==> config.mk <==
export PLATFORM = sky130hd
export DESIGN_NAME = cs_strobe_seq
export DESIGN_NICKNAME = d
export VERILOG_FILES = /design/src/rtl/cs_seq_pkg.sv /design/src/rtl/cs_seq_sync.sv /design/src/rtl/cs_seq_req.sv /design/src/rtl/cs_seq_fsm.sv /design/src/rtl/cs_seq_drv.sv /design/src/rtl/cs_strobe_seq.sv
export SDC_FILE = /design/constraint.sdc
export NUM_CORES = 1
export LEC_CHECK = 0
export BUFFER_PORTS_ARGS = -buffer_cell sky130_fd_sc_hd__buf_4
export CORE_AREA = 2 2 67 69
export CTS_BUF_LIST = sky130_fd_sc_hd__clkbuf_8 sky130_fd_sc_hd__clkbuf_16
export DETAILED_ROUTE_END_ITERATION = 12
export DIE_AREA = 0 0 69 71
export PLACE_DENSITY = 0.81
export SLEW_MARGIN = 15
export SYNTH_ARGS = -nofsm -noshare
export SYNTH_HDL_FRONTEND = slang
export SYNTH_SLANG_ARGS = --single-unit
==> constraint.sdc <==
create_clock -name clk_i -period 8.18 [get_ports clk_i]
set_clock_uncertainty 0.2 [all_clocks]
set_input_delay 1.636 -clock clk_i [delete_from_list [all_inputs] [get_ports clk_i]]
set_output_delay 1.636 -clock clk_i [all_outputs]
set_load 0.005 [all_outputs]
==> src/rtl/cs_seq_pkg.sv <==
package cs_seq_pkg;
  localparam int TW = 3;

  typedef enum logic [2:0] {
    PH_IDLE,
    PH_SETUP,
    PH_ACC,
    PH_HOLD,
    PH_TAIL,
    PH_REC
  } phase_e;

  typedef struct packed {
    logic          wr;
    logic [1:0]    lane;
    logic [TW-1:0] setup;
    logic [TW-1:0] acc;
    logic [TW-1:0] hold;
    logic [TW-1:0] rec;
  } xfer_t;
endpackage

==> src/rtl/cs_seq_sync.sv <==
module cs_seq_sync #(
  parameter int STAGES = 2
) (
  input  logic clk_i,
  input  logic rst_ni,
  input  logic d_i,
  output logic q_o
);
  logic [STAGES-1:0] sr_q;

  always_ff @(posedge clk_i or negedge rst_ni) begin
    if (!rst_ni) sr_q <= '0;
    else         sr_q <= {sr_q[STAGES-2:0], d_i};
  end

  assign q_o = sr_q[STAGES-1];
endmodule

==> src/rtl/cs_seq_req.sv <==
module cs_seq_req
  import cs_seq_pkg::*;
(
  input  logic  clk_i,
  input  logic  rst_ni,
  input  logic  req_i,
  input  xfer_t attr_i,
  input  logic  idle_i,
  input  logic  drain_i,
  input  logic  rec_last_i,
  output logic  ready_o,
  output logic  start_o,
  output xfer_t start_attr_o
);
  logic  pend_q;
  xfer_t pend_attr_q;
  logic  take;

  assign ready_o      = idle_i | (drain_i & ~pend_q);
  assign take         = req_i & ready_o;
  assign start_o      = (idle_i & req_i) | (rec_last_i & (pend_q | req_i));
  assign start_attr_o = pend_q ? pend_attr_q : attr_i;

  always_ff @(posedge clk_i or negedge rst_ni) begin
    if (!rst_ni) begin
      pend_q      <= 1'b0;
      pend_attr_q <= '0;
    end else if (start_o) begin
      pend_q      <= 1'b0;
    end else if (take && drain_i) begin
      pend_q      <= 1'b1;
      pend_attr_q <= attr_i;
    end
  end

  // a stored request exists only while draining
  a_r8_pend_only_drain: assert property (@(posedge clk_i) disable iff (!rst_ni)
    pend_q |-> drain_i);
  // nothing is stored when the block is idle
  a_r9_idle_no_pend: assert property (@(posedge clk_i) disable iff (!rst_ni)
    idle_i |-> !pend_q);
endmodule

==> src/rtl/cs_seq_fsm.sv <==
module cs_seq_fsm
  import cs_seq_pkg::*;
#(
  parameter int BASE_REC = 3,
  parameter int CW       = 4
) (
  input  logic   clk_i,
  input  logic   rst_ni,
  input  logic   start_i,
  input  xfer_t  start_attr_i,
  input  logic   wait_s_i,
  output phase_e phase_d_o,
  output xfer_t  cur_d_o,
  output logic   idle_o,
  output logic   drain_o,
  output logic   rec_last_o,
  output logic   sample_o,
  output logic   done_o
);
  phase_e         phase_q, phase_d;
  xfer_t          cur_q, cur_d;
  logic [CW-1:0]  cnt_q, cnt_d;
  logic           done_q;
  logic           cnt_zero;

  assign cnt_zero = (cnt_q == '0);

  always_comb begin
    phase_d = phase_q;
    cnt_d   = cnt_q;
    cur_d   = cur_q;
    unique case (phase_q)
      PH_IDLE: if (start_i) begin
        cur_d = start_attr_i;
        if (start_attr_i.setup != '0) begin
          phase_d = PH_SETUP;
          cnt_d   = CW'(start_attr_i.setup) - CW'(1);
        end else begin
          phase_d = PH_ACC;
          cnt_d   = CW'(start_attr_i.acc);
        end
      end
      PH_SETUP: begin
        if (cnt_zero) begin
          phase_d = PH_ACC;
          cnt_d   = CW'(cur_q.acc);
        end else cnt_d = cnt_q - CW'(1);
      end
      PH_ACC: if (!wait_s_i) begin
        if (!cnt_zero) cnt_d = cnt_q - CW'(1);
        else if (cur_q.hold == '0) phase_d = PH_TAIL;
        else begin
          phase_d = PH_HOLD;
          cnt_d   = CW'(cur_q.hold) - CW'(1);
        end
      end
      PH_HOLD: begin
        if (cnt_zero) begin
          phase_d = PH_REC;
          cnt_d   = CW'(BASE_REC - 1) + CW'(cur_q.rec);
        end else cnt_d = cnt_q - CW'(1);
      end
      PH_TAIL: begin
        phase_d = PH_REC;
        cnt_d   = CW'(BASE_REC - 2) + CW'(cur_q.rec);
      end
      PH_REC: begin
        if (!cnt_zero) cnt_d = cnt_q - CW'(1);
        else if (start_i) begin
          cur_d = start_attr_i;
          if (start_attr_i.setup != '0) begin
            phase_d = PH_SETUP;
            cnt_d   = CW'(start_attr_i.setup) - CW'(1);
          end else begin
            phase_d = PH_ACC;
            cnt_d   = CW'(start_attr_i.acc);
          end
        end else phase_d = PH_IDLE;
      end
      default: phase_d = PH_IDLE;
    endcase
  end

  always_ff @(posedge clk_i or negedge rst_ni) begin
    if (!rst_ni) begin
      phase_q <= PH_IDLE;
      cnt_q   <= '0;
      cur_q   <= '0;
      done_q  <= 1'b0;
    end else begin
      phase_q <= phase_d;
      cnt_q   <= cnt_d;
      cur_q   <= cur_d;
      done_q  <= (phase_d == PH_TAIL) || (phase_q == PH_HOLD && phase_d == PH_REC);
    end
  end

  assign phase_d_o  = phase_d;
  assign cur_d_o    = cur_d;
  assign idle_o     = (phase_q == PH_IDLE);
  assign drain_o    = (phase_q == PH_TAIL) || (phase_q == PH_REC);
  assign rec_last_o = (phase_q == PH_REC) && cnt_zero;
  assign done_o     = done_q;
  // last chip-select-low tick; the wait level decides whether this tick ends the access
  assign sample_o   = (phase_q == PH_ACC && cnt_zero && !wait_s_i && cur_q.hold == '0) ||
                      (phase_q == PH_HOLD && cnt_zero);

  // synchronized wait freezes the access count
  a_r7_wait_freezes: assert property (@(posedge clk_i) disable iff (!rst_ni)
    (phase_q == PH_ACC && wait_s_i) |=> (phase_q == PH_ACC && $stable(cnt_q)));
  // recovery is never cut short
  a_r6_rec_holds: assert property (@(posedge clk_i) disable iff (!rst_ni)
    (phase_q == PH_REC && !cnt_zero) |=> (phase_q == PH_REC));
  // the overhang tick lasts one cycle
  a_r5_tail_once: assert property (@(posedge clk_i) disable iff (!rst_ni)
    (phase_q == PH_TAIL) |=> (phase_q == PH_REC));
endmodule

==> src/rtl/cs_seq_drv.sv <==
module cs_seq_drv
  import cs_seq_pkg::*;
(
  input  logic       clk_i,
  input  logic       rst_ni,
  input  phase_e     phase_d_i,
  input  logic       wr_d_i,
  input  logic [1:0] lane_d_i,
  output logic       cs_no,
  output logic       rd_no,
  output logic       wru_no,
  output logic       wrl_no
);
  logic cs_on, stb_on, stb_any;

  assign cs_on  = (phase_d_i == PH_SETUP) || (phase_d_i == PH_ACC) || (phase_d_i == PH_HOLD);
  assign stb_on = (phase_d_i == PH_ACC) || (phase_d_i == PH_TAIL);

  always_ff @(posedge clk_i or negedge rst_ni) begin
    if (!rst_ni) begin
      cs_no  <= 1'b1;
      rd_no  <= 1'b1;
      wru_no <= 1'b1;
      wrl_no <= 1'b1;
    end else begin
      cs_no  <= ~cs_on;
      rd_no  <= ~(stb_on & ~wr_d_i);
      wru_no <= ~(stb_on & wr_d_i & lane_d_i[1]);
      wrl_no <= ~(stb_on & wr_d_i & lane_d_i[0]);
    end
  end

  assign stb_any = ~(rd_no & wru_no & wrl_no);

  // read and write strobes never overlap
  a_r3_dir_exclusive: assert property (@(posedge clk_i) disable iff (!rst_ni)
    !(!rd_no && (!wru_no || !wrl_no)));
  // strobe with chip-select high lasts a single cycle
  a_r5_overhang_single: assert property (@(posedge clk_i) disable iff (!rst_ni)
    (stb_any && cs_no) |=> !stb_any);
endmodule

==> src/rtl/cs_strobe_seq.sv <==
module cs_strobe_seq
  import cs_seq_pkg::*;
#(
  parameter int SYNC_STAGES = 2,
  parameter int BASE_REC    = 3,
  localparam int CW         = $clog2(BASE_REC + (1 << TW))
) (
  input  logic          clk_i,
  input  logic          rst_ni,
  input  logic          req_i,
  input  logic          req_write_i,
  input  logic [1:0]    req_lane_i,
  input  logic [TW-1:0] t_setup_i,
  input  logic [TW-1:0] t_access_i,
  input  logic [TW-1:0] t_hold_i,
  input  logic [TW-1:0] t_recover_i,
  input  logic          wait_i,
  output logic          ready_o,
  output logic          cs_no,
  output logic          rd_no,
  output logic          wru_no,
  output logic          wrl_no,
  output logic          sample_o,
  output logic          done_o
);
  xfer_t  attr_in, start_attr, cur_d;
  phase_e phase_d;
  logic   wait_s, start, idle, drain, rec_last;

  assign attr_in = '{wr: req_write_i, lane: req_lane_i, setup: t_setup_i,
                     acc: t_access_i, hold: t_hold_i, rec: t_recover_i};

  cs_seq_sync #(.STAGES(SYNC_STAGES)) u_sync (
    .clk_i(clk_i), .rst_ni(rst_ni), .d_i(wait_i), .q_o(wait_s)
  );

  cs_seq_req u_req (
    .clk_i(clk_i), .rst_ni(rst_ni), .req_i(req_i), .attr_i(attr_in),
    .idle_i(idle), .drain_i(drain), .rec_last_i(rec_last),
    .ready_o(ready_o), .start_o(start), .start_attr_o(start_attr)
  );

  cs_seq_fsm #(.BASE_REC(BASE_REC), .CW(CW)) u_fsm (
    .clk_i(clk_i), .rst_ni(rst_ni), .start_i(start), .start_attr_i(start_attr),
    .wait_s_i(wait_s), .phase_d_o(phase_d), .cur_d_o(cur_d), .idle_o(idle),
    .drain_o(drain), .rec_last_o(rec_last), .sample_o(sample_o), .done_o(done_o)
  );

  cs_seq_drv u_drv (
    .clk_i(clk_i), .rst_ni(rst_ni), .phase_d_i(phase_d), .wr_d_i(cur_d.wr),
    .lane_d_i(cur_d.lane), .cs_no(cs_no), .rd_no(rd_no), .wru_no(wru_no), .wrl_no(wrl_no)
  );

  // done accompanies every chip-select rise
  a_r11_done_on_rise: assert property (@(posedge clk_i) disable iff (!rst_ni)
    $rose(cs_no) |-> done_o);
  // capture pulse only while selected
  a_r10_sample_in_cs: assert property (@(posedge clk_i) disable iff (!rst_ni)
    sample_o |-> !cs_no);
  // chip-select falls only from an accepted request or a running access
  a_r2_cs_needs_start: assert property (@(posedge clk_i) disable iff (!rst_ni)
    $fell(cs_no) |-> $past(start));
endmodule

==> results of run 1 <==
-- power by group through the flow --
| stage | clock network (mW) | registers [mW] | logic (mW) |
|---|---|---|---|
| after floorplan | 0 | 0.344 | 0.429 |
| after global placement | 0 | 0.399 | 0.468 |
| after detailed placement | 0 | 0.404 | 0.476 |
| after CTS | 0.170 | 0.402 | 0.483 |
| after global routing | 0.180 | 0.420 | 0.546 |
| final | 0.168 | 0.404 | 0.484 |
-- worst paths after layout --
kind	cells after the start	slack (ps)	end	from
worst max-delay path	6	4090	sample_o	u_fsm.cnt_q[0]
min in group asynchronous	1	1110	u_fsm.cur_q[5]	rst_ni
worst max register to register	7	4620	u_req.pend_attr_q[10]	u_fsm.cnt_q[0]
worst min-delay path	0	160	u_sync.sr_q[1]	u_sync.sr_q[0]
worst min register to register	0	160	u_sync.sr_q[1]	u_sync.sr_q[0]
max in group asynchronous	1	6300	u_drv.rd_no	rst_ni
-- layout make-up --
class | instances | area [µm²] | share of cell area [%]
repair buffers | 26 | 195 | 7.00
inverters | 7 | 26.3 | 0.942
clock inverters | 2 | 33.8 | 1.21
clock buffers | 6 | 82.6 | 2.96
multi-input cells | 183 | 1330 | 47.7
well taps | 52 | 65.1 | 2.33
flip-flops and latches | 42 | 1060 | 37.9
-- kinds of logic after synthesis --
logic type               Yosys count
adder cells (fa/ha/maj)            7
multiplexers                      38
AND/OR/NAND/NOR                   68
flip-flops                        42
buffers and inverters             23
AO/OA/AOI/OAI                     67
XOR/XNOR                           3
-- Yosys cell counts, types with 3 or more instances --
library cell   n
a22o_1         4
mux2_2         7
o31ai_1        3
nand2_1       27
nor3_1         5
nor2_1        11
nor3b_1        5
mux2i_1       21
mux2_4        10
inv_1          7
buf_1          3
dfstp_2        4
dfrtp_1       38
nor2b_1        4
o22ai_1        3
clkbuf_1       7
a21oi_1       11
o21ai_0       22
ha_1           7
o21bai_1       3
nand2b_1       5
-- state kept, by name (all words and copies together), names as in the netlist --
register	count
u_fsm.cur_q	12
u_sync.sr_q	2
u_fsm.done_o	1
u_drv.cs_no	1
u_drv.wru_no	1
u_fsm.cnt_q	4
u_req.pend_q	1
u_req.pend_attr_q	15
u_drv.rd_no	1
u_fsm.phase_q	3
u_drv.wrl_no	1
-- metal layers --
metal / wire (µm) / vias to the layer above
met4: 56 / 0
met1: 2360 / 878
met5: 0 / -
li1: - / 925
met2: 2390 / 51
met3: 242 / 5
-- per-stage QoR --
stage	total power [mW]	worst slack (ps)	std cells	utilization, %	area [µm²]
floorplan	0.773	5010	248	-	2500
global placement	0.867	4100	310	63.5	2670
detailed placement	0.879	3950	310	63.5	2670
CTS	1.05	3590	318	66.2	2780
global route	1.15	3840	318	66.3	2790
finish	1.06	4090	318	66.3	2790
-- layout by cell type (no fill, tap or decap), types with 5 or more instances in the layout --
master,Yosys,layout
inv_1,7,8
nor2_1,11,11
clkbuf_8,0,6
o21ai_0,22,22
dfrtp_1,38,38
ha_1,7,7
mux2_4,10,10
mux2_2,7,7
nor3_1,5,5
a21oi_1,11,11
buf_4,1,26
mux2i_1,21,21
nand2b_1,5,5
nand2_1,27,27
==> impl_metrics.csv, run 1 <==
group,metric,value,unit
setup_path,arrival,2250,ps
yosys,avgSynthCellArea,10.1,µm²
global_routing,grt_pass1_vias,1835,
power,powerDensity,379,mW/mm²
yosys,ys_seq_area_share,42.2,%
global_routing,top_usage_layer,"met2",
yosys,syn_nets,274,
global_routing,use_met2,34.1,%
die,die_x,69,µm
setup_path,cp_cell_sequence,"inv_1 -> ha_1 -> nor3b_2 -> o21ai_0 -> nor2_1 -> buf_4",
power,leakage,1.26,nW
yosys,synth_xor_area_share,1.05,%
yosys,synth_largest_area_cell,"dfrtp_1",
global_routing,grt_pass1_wl,8.71,mm
timing,tightest_slew,903,ps
power,internal_power,0.638,mW
clocking,cts.sinks,42,
die,initial_utilization,59.6,%
clocking,cts-root-buf,"clkbuf_8",
yosys,synth_edf_count,0,
power,p_comb_share,45.9,%
global_routing,grt_use_met3,4.84,%
setup_path,cp_num_buf_inv,2,
timing,hold_slack,159,ps
clocking,htree_levels,2,
setup_path,critPathTopFamily,"simple AND/OR/NAND/NOR gates",
die,rows,24,
setup_path,cp_max_fo,12,
final_layout,drive_above_1_share,22.6,%
global_routing,grt_overflow_total,0,
detailed_routing,dr.pass1.iters,4,
detailed_routing,wirelength,5.05,mm
clocking,clk_latency,300,ps
yosys,synthCells,248,
final_layout,nets,291,
die,core_region_area,0.00420,mm²
setup_path,critPathMaxStageDelay,570,ps
timing,rsz0062_at_grt,"false",
setup_path,startpoint_type,"flip-flop",
power,power_frac_seq,38.2,%
yosys,synth_top_family_by_area,"multiplexers",
clocking,clkTransAtPathRegs,80,ps
power,swShare,39.6,%
yosys,synthTopCellsByArea,"dfrtp_1 38%, mux2i_1 8.4%, mux2_4 6.0%",
place,post-dp-hpwl,3.43,mm
clocking,cts_hold_buf,0,
yosys,ys.warnings.count,0,
final_layout,area_growth,11.3,%
die,die-area,0.00490,mm²
global_routing,grt.total_usage,22.3,%
power,max-vdd-ir-drop,0.210,mV
clocking,cts_tree,"built",
power,netSwitchingPower,0.418,mW
timing,max_freq,244,MHz
flow_run,cap_violations,0,
clocking,numCtsBuffers,5,
yosys,ys.flop_type,"dfrtp_1",
yosys,ys_ff_latch,42,
final_layout,fillers,351,
detailed_routing,dr.first_iter.drc_count,195,
yosys,synthMuxAreaShare,17.5,%
detailed_routing,num_vias,1859,
hold_path,min_path_type,"reg -> reg",
yosys,yosysTopAreaCellShare,38.0,%
timing,timing.final.crit_share,50.0,%
setup_path,required,6340,ps
clocking,cts_buffer_depth,2,
timing,drv_slew,0,
global_routing,grt_max_degree,43,
detailed_routing,routedWlPerCell,15.9,µm
status,outcome,"complete, no violations",
timing,hold_viol_final,0,
yosys,synth-simple-area-share,13.4,%
die,die-height,71,µm
die,ios,26,
detailed_routing,route.detailed.drc,0,
clocking,cts-resized-gates,0,
timing,period_needed,4090,ps
setup_path,path_class,"reg -> out",
yosys,synth_cell_types,53,
setup_path,cp_slowest_cell,"nor3b_2",
yosys,synth-compound-area-share,17.4,%
detailed_routing,ant_nets,0,
yosys,synth_area,0.00250,mm²
setup_path,crit_path_end_kind,"output port",
timing,setup-violations-final,0,
timing,slew_headroom,39.8,%
final_layout,antenna_cells,0,
global_routing,met1_usage,32.4,%
timing,tns,0,ps
yosys,postSynth.asyncResetShare,100,%
clocking,post-cts-setup-buffers,0,
yosys,synth-adder-area-share,3.50,%
place,numPortBuffers,25,
power,p_clk_share,15.9,%
global_routing,antenna_found_initial,0,
place,gp_congestion,0.891,
detailed_routing,viasPerCell,5.85,
(Power assumes the default switching activity.)
==> run 2: changes to the inputs <==
- CORE_AREA: 2 2 67 69 -> 2 2 69 71
- DIE_AREA: 0 0 69 71 -> 0 0 71 73
- PLACE_DENSITY: 0.81 -> 0.77
- clock period: 8.18 -> 4 ns (I/O delays scaled with it)
==> impl_metrics.csv, run 2 (same netlist as run 1, synthesis figures left out) <==
group,metric,value,unit
global_routing,grt_pass1_vias,1758,
detailed_routing,routedWlPerCell,15.3,µm
final_layout,layout_common_cells,"38 x dfrtp_1, 30 x buf_4, 27 x nand2_1",
die,rows,25,
power,p_clk_share,15.3,%
setup_path,cp_max_fo,15,
clocking,numCtsBuffers,5,
timing,period_needed,3120,ps
detailed_routing,num_vias,1917,
clocking,cts.sinks,42,
global_routing,antenna_found_initial,0,
power,leakage,1.26,nW
final_layout,fillers,366,
timing,rsz0062_at_grt,"false",
timing,max_freq,321,MHz
die,initial_utilization,55.2,%
die,core_region_area,0.00454,mm²
clocking,cts_tree,"built",
setup_path,crit_path_end_kind,"flip-flop",
place,place_worst_setup_slack,925,ps
clocking,post-cts-setup-buffers,0,
setup_path,rr_worst_depth,8,
detailed_routing,dr.first_iter.drc_count,137,
timing,hold_slack,154,ps
global_routing,grt_pass1_wl,8.35,mm
timing,slew_headroom,40.4,%
detailed_routing,dr.pass1.iters,6,
final_layout,antenna_cells,0,
die,ios,26,
power,internal_power,1.30,mW
hold_path,worst_hold_path.num_cells,0,
final_layout,area_growth,12.2,%
clocking,cts-resized-gates,0,
final_layout,drive_above_1_share,23.3,%
global_routing,grt_max_degree,43,
detailed_routing,wirelength,4.96,mm
final_layout,largest_reg_flops,15,
global_routing,grt.total_usage,20.5,%
setup_path,startpoint_type,"flip-flop",
final_layout,final_common_cell,"dfrtp_1",
clocking,clkTransAtPathRegs,80,ps
place,numPortBuffers,25,
power,netSwitchingPower,0.857,mW
global_routing,grt_overflow_total,0,
detailed_routing,viasPerCell,5.92,
timing,drv_slew,0,
final_layout,final_area,0.00281,mm²
power,powerDensity,768,mW/mm²
clocking,htree_levels,2,
place,gp_congestion,0.901,
die,die_x,71,µm
timing,timing.final.crit_share,77.9,%
detailed_routing,route.detailed.drc,0,
timing,hold_viol_final,0,
setup_path,required,3980,ps
timing,setup-violations-final,0,
flow_run,cap_violations,0,
timing,tns,0,ps
hold_path,min_path_type,"reg -> reg",
timing,final.setup.worst_slack,884,ps
die,die-area,0.00518,mm²
power,power_frac_seq,35.6,%
die,die-height,73,µm
power,p_comb_share,49.1,%
status,outcome,"complete, no violations",
power,swShare,39.7,%
detailed_routing,ant_nets,0,
place,place_area,0.00270,mm²
setup_path,path_class,"reg -> reg",
clocking,clk_latency,300,ps
final_layout,largestRegisters,"u_req.pend_attr_q (15), u_fsm.cur_q (12), u_fsm.cnt_q (4)",
clocking,cts_hold_buf,0,
timing,tightest_slew,894,ps
place,post-dp-hpwl,3.44,mm
clocking,cts_buffer_depth,2,
clocking,cts-root-buf,"clkbuf_8",
final_layout,largest_register,"u_req.pend_attr_q",
final_layout,nets,295,
power,max-vdd-ir-drop,0.343,mV
setup_path,arrival,3090,ps
-- run 2: changes by cell type in the layout (fill, tap and decap cells not counted) --
cell	previous run	this run
clkbuf_8	6	5
nor3b_1	4	5
clkinvlp_4	0	1
buf_4	26	30
nor3b_2	1	0
-- run 2: worst paths after layout --
path	start	slack, ps	endpoint
setup / recovery	u_fsm.cnt_q[0]	880	u_req.pend_attr_q[12]
hold reg to reg	u_sync.sr_q[0]	150	u_sync.sr_q[1]
setup reg to reg	u_fsm.cnt_q[0]	880	u_req.pend_attr_q[12]
min in group asynchronous	rst_ni	270	u_fsm.cnt_q[2]
max in group asynchronous	rst_ni	2970	u_drv.wrl_no
hold / removal	u_sync.sr_q[0]	150	u_sync.sr_q[1]
-- run 2: final cells by class --
class / instances / area, µm² / share of cell area, %
Clock buffer: 5 / 68.8 / 2.45
Clock inverter: 3 / 41.3 / 1.47
Multi-Input combinational cell: 183 / 1330 / 47.2
Sequential cell: 42 / 1060 / 37.6
Timing Repair Buffer: 30 / 225 / 8.01
Inverter: 7 / 26.3 / 0.935
Tap cell: 54 / 67.6 / 2.40
-- run 2: stage by stage --
stage	total power [mW]	utilization, %	instances
after floorplan	1.58	-	248
after global placement	1.79	59.5	316
after detailed placement	1.82	59.5	316
after CTS	2.16	62.0	324
after global routing	2.35	62.0	324
final	2.16	62.0	324
-- run 2: worst max-delay path, cell delays in order (launching register included) --
cell and delay [ps]:
dfrtp_1 410, inv_1 110, ha_1 240, or3b_1 530, or2_1 310, o2bb2ai_2 390, or3b_1 190, buf_4 250
mux2_2 360
-- run 2: power groups by stage --
stage / Sequential, mW / Clock [mW] / Combinational (mW)
CTS: 0.766 / 0.337 / 1.05
finish: 0.769 / 0.331 / 1.06
global placement: 0.768 / 0 / 1.03
detailed placement: 0.772 / 0 / 1.04
global route: 0.793 / 0.361 / 1.19
floorplan: 0.704 / 0 / 0.877
-- run 2: layer usage --
layer	vias to the layer above	wire [µm]	global-route usage (%)	part of all wire [%]
li1	933	-	-	-
met1	927	2330	29.4	47
met5	-	0	0	0
met3	6	261	3.73	5.3
met4	0	39	5.45	0.79
met2	51	2320	32.3	47
==> run 3: changes to the inputs <==
- clock period: 4 -> 3.1 ns (I/O delays scaled with it)
==> impl_metrics.csv, run 3 (same netlist as run 1, synthesis figures left out) <==
group,metric,value,unit
detailed_routing,dr.pass1.iters,4,
power,netSwitchingPower,1.11,mW
clocking,cts_tree,"built",
timing,setup-violations-final,0,
clocking,post-cts-setup-buffers,0,
timing,slew_headroom,63.7,%
detailed_routing,wirelength,5.12,mm
setup_path,rr_worst_depth,8,
final_layout,layout_common_cells,"38 x dfrtp_1, 32 x buf_4, 27 x nand2_1",
die,die_x,71,µm
setup_path,required,3090,ps
timing,period_needed,2830,ps
setup_path,reg2reg_slack,270,ps
final_layout,antenna_cells,0,
global_routing,grt.total_usage,21.7,%
clocking,cts-root-buf,"clkbuf_8",
global_routing,grt_overflow_total,0,
hold_path,min_path_type,"in -> async",
detailed_routing,num_vias,1890,
clocking,numCtsBuffers,5,
global_routing,grt_pass1_wl,8.76,mm
setup_path,cp_num_buf_inv,2,
die,initial_utilization,55.2,%
die,core_region_area,0.00454,mm²
final_layout,largest_register,"u_req.pend_attr_q",
clocking,cts_buffer_depth,2,
detailed_routing,route.detailed.drc,0,
setup_path,cp_slowest_cell,"or3b_1",
clocking,clkTransAtPathRegs,80,ps
die,die-height,73,µm
power,internal_power,1.72,mW
timing,final.setup.worst_slack,274,ps
flow_run,cap_violations,0,
timing,rsz0062_at_grt,"false",
die,die-area,0.00518,mm²
power,p_clk_share,15.4,%
final_layout,final_common_cell,"dfrtp_1",
final_layout,largest_reg_flops,15,
setup_path,critPathMaxStageDelay,540,ps
detailed_routing,routedWlPerCell,15.7,µm
timing,max_freq,354,MHz
clocking,cts-resized-gates,0,
setup_path,cp_common_cell,"or3b_1",
detailed_routing,ant_nets,0,
setup_path,startpoint_type,"flip-flop",
timing,timing.final.crit_share,91.2,%
setup_path,cp.depth,8,
detailed_routing,viasPerCell,5.78,
power,swShare,39.2,%
final_layout,drive_above_1_share,24.2,%
setup_path,crit_path_end_kind,"flip-flop",
die,rows,25,
clocking,clk_latency,290,ps
power,power_frac_seq,34.3,%
global_routing,grt_max_degree,43,
global_routing,antenna_found_initial,0,
die,ios,26,
timing,hold_slack,107,ps
power,max-vdd-ir-drop,0.436,mV
timing,hold_viol_final,0,
setup_path,cp_cell_sequence,"inv_1 -> ha_1 -> or3b_1 -> or2_1 -> o2bb2ai_2 -> or3b_1 -> buf_12 -> mux2_2",
timing,tns,0,ps
final_layout,nets,298,
place,post-dp-hpwl,3.72,mm
clocking,cts.sinks,42,
final_layout,largestRegisters,"u_req.pend_attr_q (15), u_fsm.cur_q (12), u_fsm.cnt_q (4)",
power,p_comb_share,50.3,%
place,place_worst_setup_slack,301,ps
clocking,cts_hold_buf,0,
place,gp_congestion,0.926,
global_routing,grt_pass1_vias,1857,
status,outcome,"complete, no violations",
setup_path,arrival,2810,ps
clocking,htree_levels,2,
timing,drv_slew,0,
final_layout,fillers,391,
detailed_routing,dr.first_iter.drc_count,128,
setup_path,path_class,"reg -> reg",
setup_path,cp_max_fo,15,
power,leakage,1.29,nW
timing,tightest_slew,538,ps
place,numPortBuffers,25,
final_layout,area_growth,13.8,%
power,powerDensity,994,mW/mm²
setup_path,critPathTopFamily,"simple AND/OR/NAND/NOR gates",
[run 3: stage by stage]
step / cells / power, mW / util (%) / area, µm²
finish: 327 / 2.83 / 62.9 / 2850
global route: 327 / 3.07 / 62.9 / 2850
CTS: 327 / 2.84 / 62.9 / 2850
detailed placement: 319 / 2.38 / 60.3 / 2740
global placement: 319 / 2.35 / 60.3 / 2740
floorplan: 248 / 2.04 / - / 2500
[run 3: area by class of cell]
| type | instances | area [µm²] | share of cell area, % |
|---|---|---|---|
| multi-input combinational | 183 | 1330 | 46.5 |
| inverter | 7 | 26.3 | 0.921 |
| tap | 54 | 67.6 | 2.37 |
| clock inverter | 2 | 33.8 | 1.18 |
| clock buffer | 6 | 82.6 | 2.90 |
| sequential | 42 | 1060 | 37.0 |
| timing repair buffer | 33 | 260 | 9.13 |
[run 3: path summary, 6_finish.rpt]
kind	start	endpoint
setup reg to reg	u_fsm.cnt_q[0]	u_req.pend_attr_q[6]
max in group asynchronous	rst_ni	u_drv.wrl_no
setup / recovery	u_fsm.cnt_q[0]	u_req.pend_attr_q[6]
hold reg to reg	u_sync.sr_q[0]	u_sync.sr_q[1]
hold / removal	rst_ni	u_sync.sr_q[1]
min in group clk_i	u_sync.sr_q[0]	u_sync.sr_q[1]
[run 3: layer usage]
| layer | part of all wire (%) | vias up | wire [µm] | GRT usage [%] |
|---|---|---|---|---|
| met3 | 4.0 | 6 | 206 | 4.70 |
| li1 | - | 939 | - | - |
| met4 | 1.1 | 0 | 57 | 5.66 |
| met2 | 47 | 47 | 2400 | 34.1 |
| met5 | 0 | - | 0 | 0 |
| met1 | 48 | 898 | 2460 | 30.8 |
[run 3: power groups by stage]
stage	clock network (mW)	logic [mW]	registers [mW]
after floorplan	0	1.13	0.908
after global placement	0	1.39	0.966
after detailed placement	0	1.41	0.975
after CTS	0.449	1.43	0.968
after global routing	0.470	1.59	1.01
final	0.437	1.43	0.971
